<file path="src/rtl/thermal_throttle_pkg.sv">
// Package: field positions and masks of the thermal policy register.
// Assumes an eight-bit register; positions are fixed because software decodes them.
package thermal_throttle_pkg;
    localparam int unsigned REG_W   = 8;
    localparam int unsigned BIT_EN  = 7;   // master enable
    localparam int unsigned BIT_TGT = 6;   // 0 controller, 1 memory
    localparam int unsigned BIT_RNG = 4;   // 0 catastrophic only, 1 hot or catastrophic
    localparam int unsigned BIT_HLT = 3;   // halt on catastrophic
    localparam int unsigned BIT_LCK = 0;   // sticky lock
    localparam logic [REG_W-1:0] WR_MASK = 8'b1101_1001;

    typedef struct packed {
        logic enable;
        logic target_dram;
        logic range_hot;
        logic halt_cat;
    } policy_t;
endpackage

</file>
<file path="src/rtl/trip_sync.sv">
// Two-flop synchroniser for a bundle of independent trip levels.
// Assumes each bit is a slow level whose exact crossing cycle does not matter.
module trip_sync #(
    parameter int unsigned N = 2
) (
    input  logic         clk,
    input  logic         rst_n,
    input  logic [N-1:0] async_i,
    output logic [N-1:0] sync_o
);
    logic [N-1:0] meta_q;

    // Capture the inputs and then re-register them.
    always_ff @(posedge clk) begin
        if (!rst_n) begin
            meta_q <= '0;
            sync_o <= '0;
        end else begin
            meta_q <= async_i;
            sync_o <= meta_q;
        end
    end
endmodule

</file>
<file path="src/rtl/policy_reg.sv">
// Policy register with per-bit write mask and sticky self-lock.
// Assumes a single-cycle write strobe; the locking write itself still loads.
module policy_reg
    import thermal_throttle_pkg::*;
(
    input  logic             clk,
    input  logic             rst_n,
    input  logic             wr_en_i,
    input  logic [REG_W-1:0] wr_data_i,
    output logic [REG_W-1:0] value_o,
    output thermal_throttle_pkg::policy_t policy_o
);
    logic [REG_W-1:0] reg_q;
    logic             locked;

    assign locked = reg_q[BIT_LCK];

    // Load writable bits while unlocked; reserved bits stay zero.
    always_ff @(posedge clk) begin
        if (!rst_n) begin
            reg_q <= '0;
        end else if (wr_en_i && !locked) begin
            reg_q <= wr_data_i & WR_MASK;
        end
    end

    // Present the stored value with reserved bits forced to zero.
    always_comb begin
        value_o = reg_q & WR_MASK;
    end

    // Unpack fields for the decision logic.
    always_comb begin
        policy_o.enable      = reg_q[BIT_EN];
        policy_o.target_dram = reg_q[BIT_TGT];
        policy_o.range_hot   = reg_q[BIT_RNG];
        policy_o.halt_cat    = reg_q[BIT_HLT];
    end


    lock_hold_chk: assert property (@(posedge clk) disable iff (!rst_n)
        locked |=> (reg_q == $past(reg_q)));

    reserved_zero_chk: assert property (@(posedge clk) disable iff (!rst_n)
        (value_o & ~WR_MASK) == '0);
endmodule

</file>
<file path="src/rtl/throttle_decide.sv">
// Throttle routing and halt latch from the synchronised trips and policy.
// Assumes trips are already synchronous to clk.
module throttle_decide
    import thermal_throttle_pkg::*;
(
    input  logic    clk,
    input  logic    rst_n,
    input  thermal_throttle_pkg::policy_t policy_i,
    input  logic    hot_i,
    input  logic    cat_i,
    output logic    thr_ctrl_o,
    output logic    thr_dram_o,
    output logic    halt_o
);
    logic trip_active;

    // Pick which trips count and route the request to one target.
    always_comb begin
        trip_active = policy_i.enable && (cat_i || (policy_i.range_hot && hot_i));
        thr_ctrl_o  = trip_active && !policy_i.target_dram;
        thr_dram_o  = trip_active &&  policy_i.target_dram;
    end

    // Latch the halt on a catastrophic trip; only reset clears it.
    always_ff @(posedge clk) begin
        if (!rst_n) begin
            halt_o <= 1'b0;
        end else if (cat_i && policy_i.halt_cat) begin
            halt_o <= 1'b1;
        end
    end


    one_target_chk: assert property (@(posedge clk) disable iff (!rst_n)
        $onehot0({thr_ctrl_o, thr_dram_o}));

    halt_sticky_chk: assert property (@(posedge clk) disable iff (!rst_n)
        halt_o |=> halt_o);

    halt_set_chk: assert property (@(posedge clk) disable iff (!rst_n)
        (cat_i && policy_i.halt_cat) |=> halt_o);

    disabled_quiet_chk: assert property (@(posedge clk) disable iff (!rst_n)
        !policy_i.enable |-> !(thr_ctrl_o || thr_dram_o));
endmodule

</file>
<file path="src/rtl/thermal_throttle_ctrl.sv">
// Top: lockable thermal policy register driving throttle requests and a halt latch.
// Assumes trip inputs are asynchronous levels and reset is synchronous active-low.
module thermal_throttle_ctrl
    import thermal_throttle_pkg::*;
(
    input  logic       clk,
    input  logic       rst_n,
    input  logic       wr_en_i,
    input  logic [7:0] wr_data_i,
    output logic [7:0] rd_data_o,
    input  logic       trip_hot_i,
    input  logic       trip_cat_i,
    output logic       thr_ctrl_o,
    output logic       thr_dram_o,
    output logic       clk_halt_o
);
    logic [1:0] trip_s;
    thermal_throttle_pkg::policy_t policy;

    trip_sync #(.N(2)) u_sync (
        .clk     (clk),
        .rst_n   (rst_n),
        .async_i ({trip_cat_i, trip_hot_i}),
        .sync_o  (trip_s)
    );

    policy_reg u_reg (
        .clk       (clk),
        .rst_n     (rst_n),
        .wr_en_i   (wr_en_i),
        .wr_data_i (wr_data_i),
        .value_o   (rd_data_o),
        .policy_o  (policy)
    );

    throttle_decide u_dec (
        .clk        (clk),
        .rst_n      (rst_n),
        .policy_i   (policy),
        .hot_i      (trip_s[0]),
        .cat_i      (trip_s[1]),
        .thr_ctrl_o (thr_ctrl_o),
        .thr_dram_o (thr_dram_o),
        .halt_o     (clk_halt_o)
    );


    reset_clear_chk: assert property (@(posedge clk)
        !rst_n |=> (rd_data_o == 8'h00 && !clk_halt_o));
endmodule

</file>
<file path="config.mk">
export PLATFORM = sky130hd
export DESIGN_NAME = thermal_throttle_ctrl
export DESIGN_NICKNAME = d
export VERILOG_FILES = /design/src/rtl/thermal_throttle_pkg.sv /design/src/rtl/trip_sync.sv /design/src/rtl/policy_reg.sv /design/src/rtl/throttle_decide.sv /design/src/rtl/thermal_throttle_ctrl.sv
export SDC_FILE = /design/constraint.sdc
export NUM_CORES = 1
export LEC_CHECK = 0
export BUFFER_PORTS_ARGS = -buffer_cell sky130_fd_sc_hd__buf_2
export CORE_AREA = 4 4 41 43
export CTS_CLUSTER_DIAMETER = 30
export DETAILED_ROUTE_END_ITERATION = 6
export DIE_AREA = 0 0 45 47
export PLACE_DENSITY = 0.61
export SETUP_SLACK_MARGIN = 0.1
export SLEW_MARGIN = 20
export SYNTH_ARGS = -nofsm -noshare
export SYNTH_HDL_FRONTEND = slang
export SYNTH_HIERARCHICAL = 1
export SYNTH_SLANG_ARGS = --single-unit
</file>
<file path="constraint.sdc">
create_clock -name clk -period 0.95 [get_ports clk]
set_input_delay 0 -clock clk [delete_from_list [all_inputs] [get_ports clk]]
set_output_delay 0 -clock clk [all_outputs]
set_load 0.01 [all_outputs]
</file>
Word level (Yosys, flattened, before mapping)
Index checks and enable logic that the tools add are counted.
{ "totals": {"in_bits": 13, "mem_bits_ro": 0, "memories": 0, "regBits": 10, "ramBits": 0, "latchBits": 0} }
{ "classes": {"div_mod_pow": 0, "n_eq_ne": 0, "n_mul": 0, "order_cmp": 0, "mux": 0, "bitwise_logic": 0, "shift": 0, "reduce_logical": 9, "add_sub_neg": 0} }
{ "op_table": {"columns": ["op", "count"], "rows": [
  ["1-bit logical AND", 6],
  ["1-bit zero test", 2],
  ["1-bit logical OR", 1]
]} }

Logic depth before layout (Yosys ltp)
Gate-level depths: netlist (run 1).
{ "logic_depth": {"depth_word": 4, "mapped_depth": 3, "mapped_depth_nobuf": 2} }

Modules after synthesis
Netlist (run 1), hierarchy kept.
{ "modules_own_cells": {"columns": ["mod", "instances", "cells_each", "area_each_um2"], "rows": [
  ["policy_reg", 1, 30, 254.0],
  ["trip_sync", 1, 8, 105.1],
  ["throttle_decide", 1, 7, 60.1]
]} }

Worst setup path before layout (run 1)
Ideal clock, no wire load.
{ "synth_path": {"kind": "register -> register", "from": "register u_reg.reg_q[0]", "to": "register u_reg.reg_q[3]", "n_path_buf": 1, "required_time_ns": 0.878, "synth_period_minus_slack_ns": 0.833, "stages_incl_launch_ff": 4, "t_arrival_ns": 0.762, "setup_slack_ns": 0.117, "cell_sequence": "dfxtp_1 -> nor2b_1 -> clkbuf_2 -> mux2i_1"} }
{ "synth_between": {"elab_chain_cells": 2} }
{ "synth_lines": {"columns": ["item", "line_no", "rtl"], "rows": [
  ["from (decl)", "policy_reg.sv:13", "logic [REG_W-1:0] reg_q;"],
  ["from (signal assigned)", "policy_reg.sv:23", "reg_q <= wr_data_i & WR_MASK;"],
  ["1-bit zero test", "policy_reg.sv:22", "end else if (wr_en_i && !locked) begin"],
  ["1-bit logical AND", "policy_reg.sv:22", null]
]} }
No other way between the ends.
A chain may end at the register's enable or synchronous reset.

Final worst setup path (run 1)
{ "layout_path": {"from": "register u_reg.reg_q[4]", "to": "output port thr_ctrl_o"} }
{ "layout_between": {"elab_chain_cells": 4} }
{ "layout_lines": {"columns": ["item", "line_no", "rtl"], "rows": [
  ["1-bit logical AND", "throttle_decide.sv:19", "trip_active = policy_i.enable && (cat_i || (policy_i.range_hot && hot_i));"],
  ["1-bit logical OR", "throttle_decide.sv:19", null],
  ["1-bit logical AND", "throttle_decide.sv:19", null],
  ["1-bit logical AND", "throttle_decide.sv:20", "thr_ctrl_o = trip_active && !policy_i.target_dram;"],
  ["to (decl)", "thermal_throttle_ctrl.sv:13", "output logic thr_ctrl_o,"]
]} }
No other way between the ends.

==> metrics.md, run 1 <==
| Metric | Value |
|---|---|
| Top cell type's share of synthesized area | `47.8%` |
| Min Hold Slack | `0.00680 ns` |
| Peak supply drop | `0.676 mV` |
| Fin util | `46.2%` |
| Routed via count | `about 340` |
| Chip Width | `45 um` |
| Global route hottest layer | `met2` |
| # IOs | `24` |
| H-tree Lvls | `1` |
| Share of power burned in registers | `53.3%` |
| FF+latch count, synth | `10` |
| PnR worst setup slack | `0.0132 ns` |
| Ratio of cells with drive above 1 in the final layout | `42.6%` |
| Setup Skew | `around 0.0051 ns` |
| M3 GR Usage | `4.60%` |
| Clk pwr share | `31.1%` |
| Met1 usage | `a little over a tenth` |
| Final Cycle Share | `roughly 100%` |
| Post-DP Area | `475 um^2` |
| Pin count of the biggest net entering global routing | `15` |
| Leak pwr | `between 0.0002 and 0.0003 uW` |
| Library cells used by synthesis | `13` |
| 1st-pass router iterations | `4` |
| Die Area | `around 2100 um^2` |
| FF-to-FF setup slack | `0.13 ns` |
| Post-Synth Simple-Gate Area | `22.4%` |
| Layout area overhead | `43.3%` |
| Post-Syn Area | `419 um^2` |
| Top cells by area, synth | `dfxtp_1 48%, buf_4 13%, mux2i_1 9.6%, nand2_1 8.1%, and2_1 6.0%` |
| Post-Route WL | `766 um` |
| Pins Over Slew Limit | `0` |
| Number of buffers created by CTS | `3` |
| Antenna Cells | `0` |
| RSZ-0062 raised after global routing | `yes` |
| Filler cell count | `145` |
| Sw power | `~190 uW` |
| Die Height | `47 um` |
| Number of antenna violations at the first check in global routing | `0` |
| Worst path arrival time | `about 0.94 ns` |
| Core ar. | `1300 um^2` |
| Run status | `completed` |
| Clk slew on worst S/H paths | `0.06 ns` |
| Layout net count | `83` |
| Xor/xnor share of the synthesized area | `0%` |
| Clock latency on the worst-skew pair | `0.25 ns` |
| Startpoint type of the worst setup path | `register` |
| Sequential element share of the synthesized area | `roughly 48%` |
| Global Route Usage Sum | `9.44%` |
| Synth Instances | `45` |
| 1st-iter DRT viols | `7` |
| Switching share of power | `22.2%` |
| CTS sink count | `10` |
| Buffers on Ports | `17` |
| Critical Path Sink Type | `output port` |
| GRT overflow | `0` |
| First-pass GRT wire length | `1.37 mm` |
| PD cells | `1430 nW/um^2` |
| Hold Path Class | `in -> reg` |
| Average wire per standard cell | `9.23 um` |
| Antenna-violating nets left | `0` |
| Post-Synth Adder-Cell Area | `0%` |
| Clock Tree Buf Depth | `2` |
| Global placer's final weighted congestion | `0.661` |
| Final Setup Violations | `0` |
| DR DRC count | `0` |
| Final min period | `0.937 ns` |
| Max Cap Viol | `0` |
| Met2 Track Usage GR | `13.6%` |
| Combinational Power Share | `15.6%` |
| Finished Cell Area | `approximately 600 um^2` |
| Worst-path fanout max | `2` |
| Post-synthesis mux area share | `9.55%` |
| Largest family of logic cells by synthesized area | `simple AND/OR/NAND/NOR gates` |
| Pre-CTS WS | `0.139 ns` |
| Critical path class | `reg -> out` |
| Detail Placement HPWL | `around 540 um` |
| Std cell rows | `13` |
| Clk root buf | `clkbuf_4` |
| Compound-Gate Fraction of Synth Area | `4.48%` |
| CTS tree | `built` |
| Mean Syn Cell Area | `9.31 um^2` |
| Fin. Hold Viols | `0` |
| Drt via density | `4.12` |
| Vias in the first global route | `340` |
| Req. time, crit path | `approximately 0.95 ns` |
| Leading area contributor after synthesis | `dfxtp_1` |
| Internal power | `about 670 uW` |
| Fmax | `1070 MHz` |
| YS warnings | `6` |
| Starting Density | `between 30 and 40%` |
-- cell usage in the layout, fill, tap and decap left out --
cell type and instances:
nor2_1 1, buf_6 2, conb_1 3, dlygate4sd3_1 7, dfxtp_1 6, clkbuf_4 3, nor2b_1 3, dfxtp_2 4
and2_1 4, nand2_1 9, buf_2 15, a21oi_2 1, a21oi_1 2, mux2i_1 4, nor3b_2 1, buf_4 3
-- timing repair --
action | CTS | global route
gates resized for setup | 3 | 5
cloned | 0 | 0
pin swaps | 1 | 0
endpoints found under the setup margin | 2 | 7
setup buffers | 1 | 1
hold endpoints to repair | 7 | 0
hold buffers | 7 | 0
-- Yosys cell counts --
master    count
a21oi_1       2
a21oi_2       1
and2_1        4
buf_2         1
buf_4         7
clkbuf_2      1
conb_1        1
dfxtp_1      10
mux2i_1       4
nand2_1       9
nor2_1        1
nor2b_1       3
nor3b_2       1
-- routing by layer --
layer	routed length (um)	vias up
met1	346	141
met4	10	0
li1	-	179
met3	92	2
met5	0	-
met2	316	20
-- cell type report --
class                      instances  area, um^2  area share, %
timing repair buffer              27         190           31.7
clock buffer                       3        22.5           3.75
sequential                        10         205           34.2
tap                               15        18.8           3.13
multi-input combinational         28         164           27.3
-- final timing paths --
check / depth (start not counted) / endpoint / startpoint
worst max-delay path: 3 / thr_ctrl_o / u_reg/reg_q[4]
worst min-delay path: 3 / u_reg/reg_q[0] / wr_en_i
worst max register to register: 3 / u_reg/reg_q[7] / u_reg/reg_q[0]
worst min register to register: 1 / u_sync/sync_o[0] / u_sync/meta_q[0]
-- power by group through the flow --
stage	Combinational, uW	Sequential [uW]	Clock (uW)
floorplan	79.5	466	0
global placement	95.5	467	0
detailed placement	97.7	467	0
CTS	123	459	279
global route	152	462	301
finish	135	459	268
-- flip-flops by register name (all words and copies together), names as in the netlist --
register,count
u_sync/meta_q,2
u_reg/reg_q,5
u_dec/halt_o,1
u_sync/sync_o,2
-- cell families after synthesis --
group / after synthesis
compound gates: 3
flops: 10
buf+inv: 9
mux: 4
simple gates: 18
other cells: 1
-- through the flow --
stage / cells / power (uW) / setup TNS, ns
after detailed placement: 71 / 564 / 0
after floorplan: 47 / 546 / 0
final: 83 / 861 / 0
after CTS: 82 / 861 / -0.00561
after global placement: 71 / 562 / 0
after global routing: 83 / 916 / -0.136
-- worst max-delay path, stage by stage (launching register included) --
cell	delay, ns
dfxtp_2	0.33
a21oi_2	0.06
nor3b_2	0.14
buf_2	0.15
(Power assumes the default switching activity.)
==> inputs of run 2 (changes only) <==
HOLD_SLACK_MARGIN = 0.08   (was not set)
SKIP_LAST_GASP = 1   (was not set)
==> metrics.md, run 2 (same netlist as run 1, synthesis figures left out) <==
| Metric | Value |
|---|---|
| Most flop-heavy register | `u_reg/reg_q` |
| Max Cap Viol | `0 (unchanged)` |
| Startpoint type of the worst setup path | `register` |
| Setup crit start | `u_reg/reg_q[4]` |
| Run status | `completed` |
| Post-DP Area | `475 um^2 (unchanged)` |
| Worst-path fanout max | `2 (unchanged)` |
| FF-to-FF setup slack | `0.12 ns (about the same)` |
| First-pass GRT wire length | `1.39 mm (+0.95%)` |
| Peak supply drop | `0.682 mV (+0.91%)` |
| Fmax | `1070 MHz (-0.18%)` |
| Hold Path Class | `in -> reg` |
| Clk root buf | `clkbuf_4` |
| DR DRC count | `0 (unchanged)` |
| Average wire per standard cell | `9.37 um (+1.5%)` |
| Clock Tree Buf Depth | `2 (unchanged)` |
| Post-Route WL | `787 um (+2.7%)` |
| # IOs | `24 (unchanged)` |
| Worst path arrival time | `0.94 ns (about the same)` |
| Die Area | `2120 um^2 (unchanged)` |
| Fin. Hold Viols | `0 (unchanged)` |
| Layout net count | `84 (+1.2%)` |
| Clock latency on the worst-skew pair | `0.25 ns (about the same)` |
| Antenna-violating nets left | `0 (unchanged)` |
| Largest registers | `u_reg/reg_q x5, u_sync/meta_q x2, u_sync/sync_o x2` |
| PD cells | `1430 nW/um^2 (-0.28%)` |
| Drt via density | `4.12 (about the same)` |
| Detail Placement HPWL | `541 um (unchanged)` |
| Leak pwr | `0.000291 uW (+1.0%)` |
| Most common cell after layout, fill and taps aside | `buf_2` |
| Global placer's final weighted congestion | `0.661 (unchanged)` |
| Ratio of cells with drive above 1 in the final layout | `42.0% (-0.62 points)` |
| CTS sink count | `10 (unchanged)` |
| Slowest stage cell, crit path | `dfxtp_2` |
| Std cell rows | `13 (unchanged)` |
| Final Cycle Share | `98.8% (+0.18 points)` |
| Number of buffers created by CTS | `3 (unchanged)` |
| Final Setup Violations | `0 (unchanged)` |
| Routed via count | `346 (+1.2%)` |
| Commonest non-fill, non-tap cells in the layout | `16 x buf_2, 9 x nand2_1, 8 x dlygate4sd3_1` |
| Reg2reg end | `u_reg/reg_q[7]` |
| Reg2Reg Depth | `3 (unchanged)` |
| Max FFs per register | `5 (unchanged)` |
| Buffers on Ports | `17 (unchanged)` |
| Antenna Cells | `0 (unchanged)` |
| Final min period | `0.939 ns (+0.00170 ns)` |
| 1st-iter DRT viols | `6 (-1)` |
| 1st-pass router iterations | `2 (-2)` |
| Setup Skew | `0.00498 ns (-0.000145 ns)` |
| Core ar. | `1300 um^2 (unchanged)` |
| Total chip power | `864 uW (+0.34%)` |
| Crit path to | `thr_ctrl_o` |
| Critical R2R Launch | `u_reg/reg_q[0]` |
| Number of antenna violations at the first check in global routing | `0 (unchanged)` |
| Chip Width | `45 um (unchanged)` |
| Finished Cell Area | `604 um^2 (+0.63%)` |
| Die Height | `47 um (unchanged)` |
| RSZ-0062 raised after global routing | `yes` |
| Crit path cell chain | `a21oi_2, nor3b_2, buf_2` |
| Clk slew on worst S/H paths | `0.06 ns (about the same)` |
| Req. time, crit path | `0.95 ns (about the same)` |
| Starting Density | `32.2% (unchanged)` |
| Multi-input gate area | `164 um^2 (unchanged)` |
| H-tree Lvls | `1 (unchanged)` |
| Critical Path Sink Type | `output port` |
| CTS tree | `built` |
| Seq. cell area | `205 um^2 (unchanged)` |
| Global Route Usage Sum | `9.52% (+0.079 points)` |
| GRT overflow | `0 (unchanged)` |
| Filler cell count | `145 (unchanged)` |
| Pin count of the biggest net entering global routing | `15 (unchanged)` |
| Critical path class | `reg -> out` |
| Layout area overhead | `44.2%` |
| Vias in the first global route | `346 (+1.8%)` |
| Pins Over Slew Limit | `0 (unchanged)` |
| CP max stage delay | `0.33 ns (about the same)` |
==> run 2: cell types whose count changed in the layout (fill, tap and decap cells not counted) <==
cell / delta
dlygate4sd3_1: +1
buf_2: +1
buf_6: -1
==> run 2: per-layer routing <==
metal  part of all wire, %  vias to the layer above  global-route usage (%)  routed length (um)
li1                      -                      180                       -                   -
met1                    46                      146                    10.8                 362
met2                    42                       18                    13.8                 328
met3                    11                        2                    4.60                  86
met4                   1.3                        0                    7.02                  10
met5                     0                        -                       0                   0
==> run 2: area by class of cell <==
cell class,count,share of cell area [%]
repair buffers,28,32.1
clock buffers,3,3.73
multi-input cells,28,27.1
flip-flops and latches,10,34.0
well taps,15,3.11
==> run 2: worst min-delay path by stage <==
stage / to / start / depth (start not counted) / slack, ns
6_report: u_reg/reg_q[4] / rst_n / 3 / 0.1
5_1_grt: u_reg/reg_q[0] / rst_n / 2 / 0.11
4_1_cts: u_reg/reg_q[6] / rst_n / 3 / 0.1
3_5_place_dp: u_sync/meta_q[0] / trip_hot_i / 2 / 0.21
3_3_place_gp: u_sync/meta_q[1] / trip_cat_i / 2 / 0.21
2_1_floorplan: u_sync/meta_q[0] / rst_n / 1 / 0.12
==> run 2: repair_timing <==
action | in CTS | in global routing
buffers inserted | 1 | 1
hold buffers | 8 | 0
pin swaps | 1 | 0
resized for setup | 3 | 3
setup endpoints to repair | 2 | 7
endpoints found under the hold margin | 7 | 0
==> run 2: through the flow <==
stage                     hold slack, ns  instances  setup TNS [ns]  worst slack (ns)  util [%]
after floorplan                    0.122         47               0             0.117         -
after global placement             0.206         71               0             0.161      36.5
after detailed placement           0.210         71               0             0.139      36.5
after CTS                         0.0971         83        -0.00561          -0.00561      45.3
after global routing               0.108         84          -0.136           -0.0773      46.4
final                             0.0967         84               0            0.0115      46.4
==> run 2: report_power, final <==
group          internal, uW  leakage [uW]  switching [uW]
logic                  80.0      0.000193            54.4
registers               445     0.0000839            14.4
clock network           145     0.0000138             125
total                   670      0.000291             194
==> run 2: critical path, delay by kind of cell (launching register included) <==
family          cells  cell delay (ns)
buf+inv             1             0.15
flops               1             0.33
compound gates      1             0.06
simple gates        1             0.14
